`src/rtl/pdm_pkg.sv`:
```
package pdm_pkg;
  typedef enum logic {
    TGT_REQ = 1'b0,
    TGT_MOD = 1'b1
  } wr_tgt_e;
endpackage

```
`src/rtl/pdm_regfile.sv`:
```
module pdm_regfile
  import pdm_pkg::*;
#(
  parameter int NCH = 10,
  parameter int DW  = 16,
  parameter int CHW = 4
) (
  input  logic                    clk,
  input  logic                    rst,
  input  logic                    wr_en,
  input  logic [CHW-1:0]          wr_ch,
  input  logic                    wr_sel,
  input  logic [DW-1:0]           wr_data,
  output logic [NCH-1:0][DW-1:0]  req_eff,
  output logic [NCH-1:0][DW-1:0]  mod_eff
);
  logic [NCH-1:0][DW-1:0] req_q;
  logic [NCH-1:0][DW-1:0] mod_q;
  logic                   wr_req_hit [NCH];
  logic                   wr_mod_hit [NCH];

  for (genvar c = 0; c < NCH; c++) begin : g_ch
    always_comb begin
      wr_req_hit[c] = wr_en && (int'(wr_ch) == c) && (wr_tgt_e'(wr_sel) == TGT_REQ);
      wr_mod_hit[c] = wr_en && (int'(wr_ch) == c) && (wr_tgt_e'(wr_sel) == TGT_MOD);
    end

    always_ff @(posedge clk) begin
      if (rst) begin
        req_q[c] <= '0;
        mod_q[c] <= '0;
      end else begin
        if (wr_req_hit[c]) req_q[c] <= wr_data;
        if (wr_mod_hit[c]) mod_q[c] <= wr_data;
      end
    end

    // bypass: a write coinciding with a step is seen by that step
    assign req_eff[c] = wr_req_hit[c] ? wr_data : req_q[c];
    assign mod_eff[c] = wr_mod_hit[c] ? wr_data : mod_q[c];
  end

  // a write aimed past the last channel leaves all stored values alone
  p_bad_index_ignored_r7: assert property (@(posedge clk) disable iff (rst)
    (wr_en && int'(wr_ch) >= NCH) |=> ($stable(req_q) && $stable(mod_q)));
endmodule

```
`src/rtl/pdm_chan.sv`:
```
module pdm_chan #(
  parameter int DW = 16
) (
  input  logic          clk,
  input  logic          rst,
  input  logic          step_en,
  input  logic [DW-1:0] req,
  input  logic [DW-1:0] modulus,
  output logic          bit_o
);
  logic [DW:0]   acc_q;
  logic [DW-1:0] req_c;
  logic [DW:0]   sum;
  logic          reach;
  logic          mod_zero;

  always_comb begin
    req_c    = (req > modulus) ? modulus : req;
    sum      = acc_q + {1'b0, req_c};
    mod_zero = (modulus == '0);
    reach    = (sum >= {1'b0, modulus});
  end

  always_ff @(posedge clk) begin
    if (rst) begin
      acc_q <= '0;
      bit_o <= 1'b0;
    end else if (step_en) begin
      if (mod_zero) begin
        bit_o <= 1'b0;
      end else if (reach) begin
        bit_o <= 1'b1;
        acc_q <= sum - {1'b0, modulus};
      end else begin
        bit_o <= 1'b0;
        acc_q <= sum;
      end
    end
  end

  p_reset_clears_r1: assert property (@(posedge clk)
    rst |=> (bit_o == 1'b0 && acc_q == '0));
  p_idle_hold_r4: assert property (@(posedge clk) disable iff (rst)
    !step_en |=> ($stable(bit_o) && $stable(acc_q)));
  p_zero_mod_low_r10: assert property (@(posedge clk) disable iff (rst)
    (step_en && modulus == '0) |=> (bit_o == 1'b0 && $stable(acc_q)));
  p_full_req_high_r9: assert property (@(posedge clk) disable iff (rst)
    (step_en && modulus != '0 && req >= modulus) |=> bit_o);
  p_no_overflow_r12: assert property (@(posedge clk) disable iff (rst)
    acc_q[DW] == 1'b0);
endmodule

```
`src/rtl/pdm_bank.sv`:
```
module pdm_bank #(
  parameter int NCH = 10,
  parameter int DW  = 16,
  localparam int CHW = (NCH > 1) ? $clog2(NCH) : 1
) (
  input  logic           clk,
  input  logic           rst,
  input  logic           step_en,
  input  logic           wr_en,
  input  logic [CHW-1:0] wr_ch,
  input  logic           wr_sel,
  input  logic [DW-1:0]  wr_data,
  output logic [NCH-1:0] pdm_out
);
  logic [NCH-1:0][DW-1:0] req_eff;
  logic [NCH-1:0][DW-1:0] mod_eff;

  pdm_regfile #(.NCH(NCH), .DW(DW), .CHW(CHW)) u_regs (
    .clk     (clk),
    .rst     (rst),
    .wr_en   (wr_en),
    .wr_ch   (wr_ch),
    .wr_sel  (wr_sel),
    .wr_data (wr_data),
    .req_eff (req_eff),
    .mod_eff (mod_eff)
  );

  for (genvar c = 0; c < NCH; c++) begin : g_mod
    pdm_chan #(.DW(DW)) u_chan (
      .clk     (clk),
      .rst     (rst),
      .step_en (step_en),
      .req     (req_eff[c]),
      .modulus (mod_eff[c]),
      .bit_o   (pdm_out[c])
    );
  end
endmodule

```
`config.mk`:
```
export PLATFORM = sky130hd
export DESIGN_NAME = pdm_bank
export DESIGN_NICKNAME = d
export VERILOG_FILES = /design/src/rtl/pdm_pkg.sv /design/src/rtl/pdm_regfile.sv /design/src/rtl/pdm_chan.sv /design/src/rtl/pdm_bank.sv
export SDC_FILE = /design/constraint.sdc
export NUM_CORES = 2
export LEC_CHECK = 0
export BUFFER_PORTS_ARGS = -buffer_cell sky130_fd_sc_hd__buf_2
export CELL_PAD_IN_SITES_DETAIL_PLACEMENT = 1
export CELL_PAD_IN_SITES_GLOBAL_PLACEMENT = 1
export CORE_AREA = 2 2 373 375
export CTS_CLUSTER_SIZE = 20
export DETAILED_ROUTE_END_ITERATION = 10
export DIE_AREA = 0 0 375 377
export PLACE_DENSITY = 0.6
export RECOVER_POWER = 50
export SYNTH_ARGS = -nofsm -noshare
export SYNTH_HDL_FRONTEND = slang
export SYNTH_HIERARCHICAL = 1
export SYNTH_SLANG_ARGS = --single-unit
```
`constraint.sdc`:
```
create_clock -name clk -period 8.6 [get_ports clk]
set_clock_uncertainty 0.2 [all_clocks]
set_input_delay 1.29 -clock clk [delete_from_list [all_inputs] [get_ports clk]]
set_output_delay 1.29 -clock clk [all_outputs]
set_load 0.01 [all_outputs]
```
# ---- Word-level counts from Yosys, hierarchy flattened
# Cells that the tools add are included.
# W data, S select, Z words.
dict set report word_totals {
  regBits 500
  output_inout_bits 10
  elab_cells 211
}
dict set report classes {
  addsub 20
  n_lt_le_gt_ge 20
  eq_ne 9
  n_mux 60
  bitwise 11
  reduce_logical 51
}
# operator count
set ops {}
lappend ops {{$mux W16} 30}
lappend ops {{$add A17 B16 Y17} 10}
lappend ops {{$ge A17 B16 Y1} 10}
lappend ops {{$mux W17} 10}
lappend ops {{$sub A17 B16 Y17} 10}
lappend ops {{$gt A16 B16 Y1} 10}
lappend ops {{$logic_not A16 Y1} 10}
lappend ops {{$logic_and A1 B1 Y1} 30}
lappend ops {{$eq A4 B4 Y1 const B} 6}
lappend ops {{$mux W1} 20}
lappend ops {{$reduce_and A2 Y1} 10}
lappend ops {{$not A1 Y1} 11}
lappend ops {{$eq A4 B3 Y1 const B} 2}
lappend ops {{$eq A4 B2 Y1 const B} 1}
lappend ops {{$logic_not A4 Y1} 1}

# ---- Longest topological paths before layout
dict set report logic_depth {
  word_depth 10
  mapped_depth 38
  ltp_nobuf 32
}

# ---- Cells and area by module
# Netlist, hierarchy kept.
# mod n_inst cells_each area_each_um2 seq_area_each_um2
set modules_own_cells {}
lappend modules_own_cells {pdm_regfile 1 1494 16204.3 6406.1}
lappend modules_own_cells {{pdm_chan (g_mod[0].u_chan ...)} 5 373 3031.7 360.3}
lappend modules_own_cells {{pdm_chan (g_mod[7].u_chan ...)} 2 473 3404.5 360.3}
lappend modules_own_cells {{pdm_chan (g_mod[9].u_chan)} 1 455 3420.8 360.3}
lappend modules_own_cells {{pdm_chan (g_mod[1].u_chan)} 1 410 3211.8 360.3}
lappend modules_own_cells {{pdm_chan (g_mod[6].u_chan)} 1 388 3024.2 360.3}

# ---- Least setup slack after synthesis
# No wires, ideal clock.
dict set report synth_path {
  path_type {input to register}
  start {input port wr_sel}
  end {register g_mod[4].u_chan.acc_q[0]}
  arrival_ns 8.098
  required_ns 8.314
  path_slack_ns 0.216
  cell_stages 32
  path_buffers 5
  cell_sequence {buf_2 -> nor2b_1 -> buf_2 -> nand2_1 -> buf_2 -> mux2_2 -> inv_1 -> ha_1 -> a21o_1 -> a21o_1 -> a21o_1 -> a211oi_1 -> o21bai_1 -> a221oi_1 -> o22a_1 -> buf_2 -> buf_2 -> mux2_2 -> ha_1 -> a21o_1 -> nor4_1 -> o31a_1 -> a21oi_1 -> o311ai_0 -> ha_1 -> and3_1 -> a311oi_1 -> o21ai_1 -> o311a_1 -> a21oi_4 -> mux2_2 -> a211oi_1}
}
# item line_no
set synth_rtl {}
lappend synth_rtl {{from (decl)} pdm_bank.sv:11} ;# input logic wr_sel,
lappend synth_rtl {{to (signal assigned)} pdm_chan.sv:33} ;# acc_q <= sum - {1'b0, modulus};
lappend synth_rtl {{to (signal assigned)} pdm_chan.sv:36} ;# acc_q <= sum;
lappend synth_rtl {{to (decl)} pdm_chan.sv:11} ;# logic [DW:0] acc_q;

==> results by group <==
Timing
  – Count of final setup violators: 0
  – Final worst path period share: 96.22%
  – Final Hold Viols: 0
  – RSZ-0062 raised after global routing: yes
  – Highest clock rate: 120.8 MHz
  – Fin crit period: 8.275 ns
  – Slew @ Worst Pin: 1.186 ns
  – Fin. max-slew vios: 0
  – Relative slew slack: 20.62%

GRT
  – Gr usage total: 24.20%
  – Largest net degree at the start of global routing: 180
  – Met1 Usage GRT: 32.01%
  – First-pass GRT wire length: 273,300 um
  – Total gr overflow: 0
  – Initial antenna violation count: 9
  – Met3 Usage GRT: 2.607%
  – GRT Max-Usage Layer: met2
  – Met2 Usage GRT: 42.05%
  – Number of global-route vias before repair: 47,490

Worst setup path
  – FF-to-FF path depth: 29
  – Most Frequent Cell on Critical Path: buf_4
  – Kind of critical path: in2reg
  – CP max-delay cell: o311a_1
  – CP max FO: 5
  – Req. time, crit path: 8.95 ns
  – Critical Path Source Type: primary input
  – Worst path max stage delay: 0.41 ns
  – Worst path arrival time: 8.63 ns
  – Worst Setup End Kind: flop

Power and ir drop
  – Maximum vdd drop: 0.0001238 V
  – Clk pwr share: 29.7%
  – Sw Ratio: 37.20%
  – Sequential share of power: 23.8%
  – Final Total Pwr: 0.01048 W
  – Leakage: 28.33 nW
  – Sw Pwr: 0.003898 W
  – Internal power: 0.006580 W
  – Pwr dens: 174.7 mW/mm2
  – Comb power frac: 46.5%

Logic synthesis
  – Register bit count reported by yosys: 500
  – Cells after synthesis: 5,558
  – Sequential-to-total area share from yosys stat: 20.93%
  – Avg Inst Size Synth: 8.605 um2
  – Main synth FF type: dfxtp_1
  – Post-synth EDFFs: 0
  – Synthesized Nets: 6,083
  – Mapped Area: 0.04783 mm2
  – Synth cell types: 117
  – Yosys warns: 6
  – Async S/R FF share, synth: 0%

Clock tree
  – Root Buffer: clkbuf_16
  – Clock Sinks: 500
  – TritonCTS Buffers: 70
  – H-tree depth: 3
  – Clk_lat worst skew: 0.68 ns
  – Maximum buffer depth of the clock tree: 3
  – CTS tree: yes
  – Clock input transition at the sequential cells of the worst setup and hold paths: 0.06 ns

Layout
  – Layout cells sized above 1: 28.45%
  – Multi-input logic area: 0.03562 mm2
  – P&R area growth vs syn: 25.41%
  – # fillers: 16,050
  – FF+latch area: 0.01001 mm2
  – Non-filler cells, final: 8,295
  – Nets: 6,970

Placed design
  – Routability cong.: 0.8724
  – Dpl cells: 8,152
  – Post-DP HPWL: 134,000 um
  – IO Port Bufs: 34

Floorplanning
  – Full die area: 0.1414 mm2
  – Core ar.: 0.1370 mm2
  – Std-Cell Rows: 136
  – Effective utilization at floorplan: 34.92%
  – Die extent in y: 377 um
  – Boundary Pins: 35
  – Die width: 375 um

Worst hold path
  – Hold Crit Depth: 2
  – HP Class: reg2reg

Drt
  – Router iterations before antenna repair: 5
  – Final wirelength: 175,000 um
  – DR vias/cell: 5.442
  – WL/cell: 21.09 um
  – Via count: 45,140
  – Antenna violation net count after detailed routing: 0
  – # DRC: 0
  – DR iter-0 viols: 2,058

Job
  – Maxcap violations: 0

Outcome
  – Status: completed
==> logic make-up after synthesis <==
family	Yosys count	synth area share, %
mux	858	19.12
simple gates	1475	16.55
compound gates	1379	20.37
buf+inv	608	5.279
fa+ha+maj	500	13.39
xor+xnor	238	4.358
flops	500	20.93
==> repair_timing <==
item	CTS	global route
endpoints found under the setup margin	11	146
pin swaps	0	12
cloned	0	1
hold endpoints to repair	0	0
gates resized for setup	1	67
buffers inserted	0	14
hold buffers	0	0
==> area by class of cell <==
class	count	share of cell area [%]
timing repair buffer	1113	14.21
tap	1794	3.742
sequential	500	16.69
inverter	310	1.940
clock buffer	97	3.517
clock inverter	29	0.5006
antenna	2	0.008344
multi-input combinational	4450	59.39
==> routing by layer <==
metal | vias to the layer above | routed length (um)
li1 | 22150 | -
met1 | 22290 | 82950
met2 | 537 | 83460
met3 | 157 | 5399
met4 | 10 | 3082
met5 | - | 63
==> placed cells by master, fill, tap and decap left out, drive strengths merged, types with 16 or more instances in the layout <==
cell type and n:
a2111oi 17, a211o 16, a211oi 118, a21o 141, a21oi 321, a22oi 18, a311oi 24, a31oi 29
and2 23, and3 33, buf 1112, clkbuf 98, clkinv 19, dfxtp 500, fa 20, ha 480
inv 312, mux2 445, mux2i 413, nand2 220, nand2b 400, nand3 91, nand4 65, nor2 351
nor2b 55, nor3 79, nor4 54, o2111ai 34, o211ai 61, o21a 79, o21ai 262, o21bai 44
o311a 18, o311ai 41, o31ai 28, or3 27, xnor2 179, xor2 59
==> worst paths after layout <==
| path | start | end | slack, ns |
|---|---|---|---|
| setup reg to reg | u_regs/req_q[9]$_SDFF_PP0_ | g_mod[0].u_chan/acc_q[7]$_SDFFE_PP0P_ | 1.56 |
| hold / removal | g_mod[8].u_chan/bit_o$_SDFFE_PP0P_ | g_mod[8].u_chan/bit_o$_SDFFE_PP0P_ | 0.26 |
| hold reg to reg | g_mod[8].u_chan/bit_o$_SDFFE_PP0P_ | g_mod[8].u_chan/bit_o$_SDFFE_PP0P_ | 0.26 |
| setup / recovery | wr_ch[3] | g_mod[1].u_chan/acc_q[0]$_SDFFE_PP0P_ | 0.33 |
==> worst max-delay path, delay by kind of cell <==
kind,cells,cell delay [ns]
multiplexers,2,0.69
buffers and inverters,8,1.25
AND/OR/NAND/NOR,5,0.71
AO/OA/AOI/OAI,17,3.62
adder cells (fa/ha/maj),4,1.05
==> state kept, by name, summed over array words and instances (netlist names) <==
name / cells
u_regs/req_q: 160
g_mod.u_chan/bit_o: 10
u_regs/mod_q: 160
g_mod.u_chan/acc_q: 170
==> per-stage QoR <==
stage               worst slack, ns  setup TNS (ns)  hold WS (ns)  cell area (um2)  util, %
detailed placement          -0.7489          -74.80        0.2586            57160    41.73
global route               -0.03023        -0.03023        0.2872            59980    43.78
finish                       0.3250               0        0.2591            59980    43.79
CTS                          0.1501               0        0.2719            59570    43.49
global placement            -0.6372          -49.69        0.2427            57160    41.73
floorplan                    0.2163               0        0.2315            47830        -
==> cell usage after synthesis, drive strengths merged (29+ instances only) <==
master / number / share of area [%]
dfxtp: 500 / 21
ha: 480 / 13
mux2: 445 / 10
mux2i: 413 / 8.6
nand2b: 400 / 5.2
nor2: 351 / 2.8
a21oi: 321 / 3.5
inv: 310 / 2.4
o21ai: 262 / 2.8
nand2: 220 / 1.8
clkbuf: 185 / 1.5
xnor2: 179 / 3.3
a21o: 141 / 2.2
a211oi: 118 / 2.0
buf: 113 / 1.4
nand3: 91 / 0.99
nor3: 79 / 0.90
o21a: 79 / 1.2
nand4: 65 / 0.85
o211ai: 61 / 1.1
xor2: 59 / 1.1
nor2b: 55 / 0.75
nor4: 54 / 0.71
o21bai: 44 / 0.69
o311ai: 41 / 0.75
o2111ai: 34 / 0.62
and3: 33 / 0.44
a31oi: 29 / 0.41
==> power by group through the flow <==
stage | clock [W] | combinational, W | sequential [W]
5_1_grt | 0.00328 | 0.00532 | 0.00251
6_report | 0.00311 | 0.00487 | 0.00250
4_1_cts | 0.00320 | 0.00480 | 0.00250
3_5_place_dp | 0 | 0.00476 | 0.00254
2_1_floorplan | 0 | 0.00309 | 0.00252
3_3_place_gp | 0 | 0.00468 | 0.00254
Power figures use the tool's default switching activity.
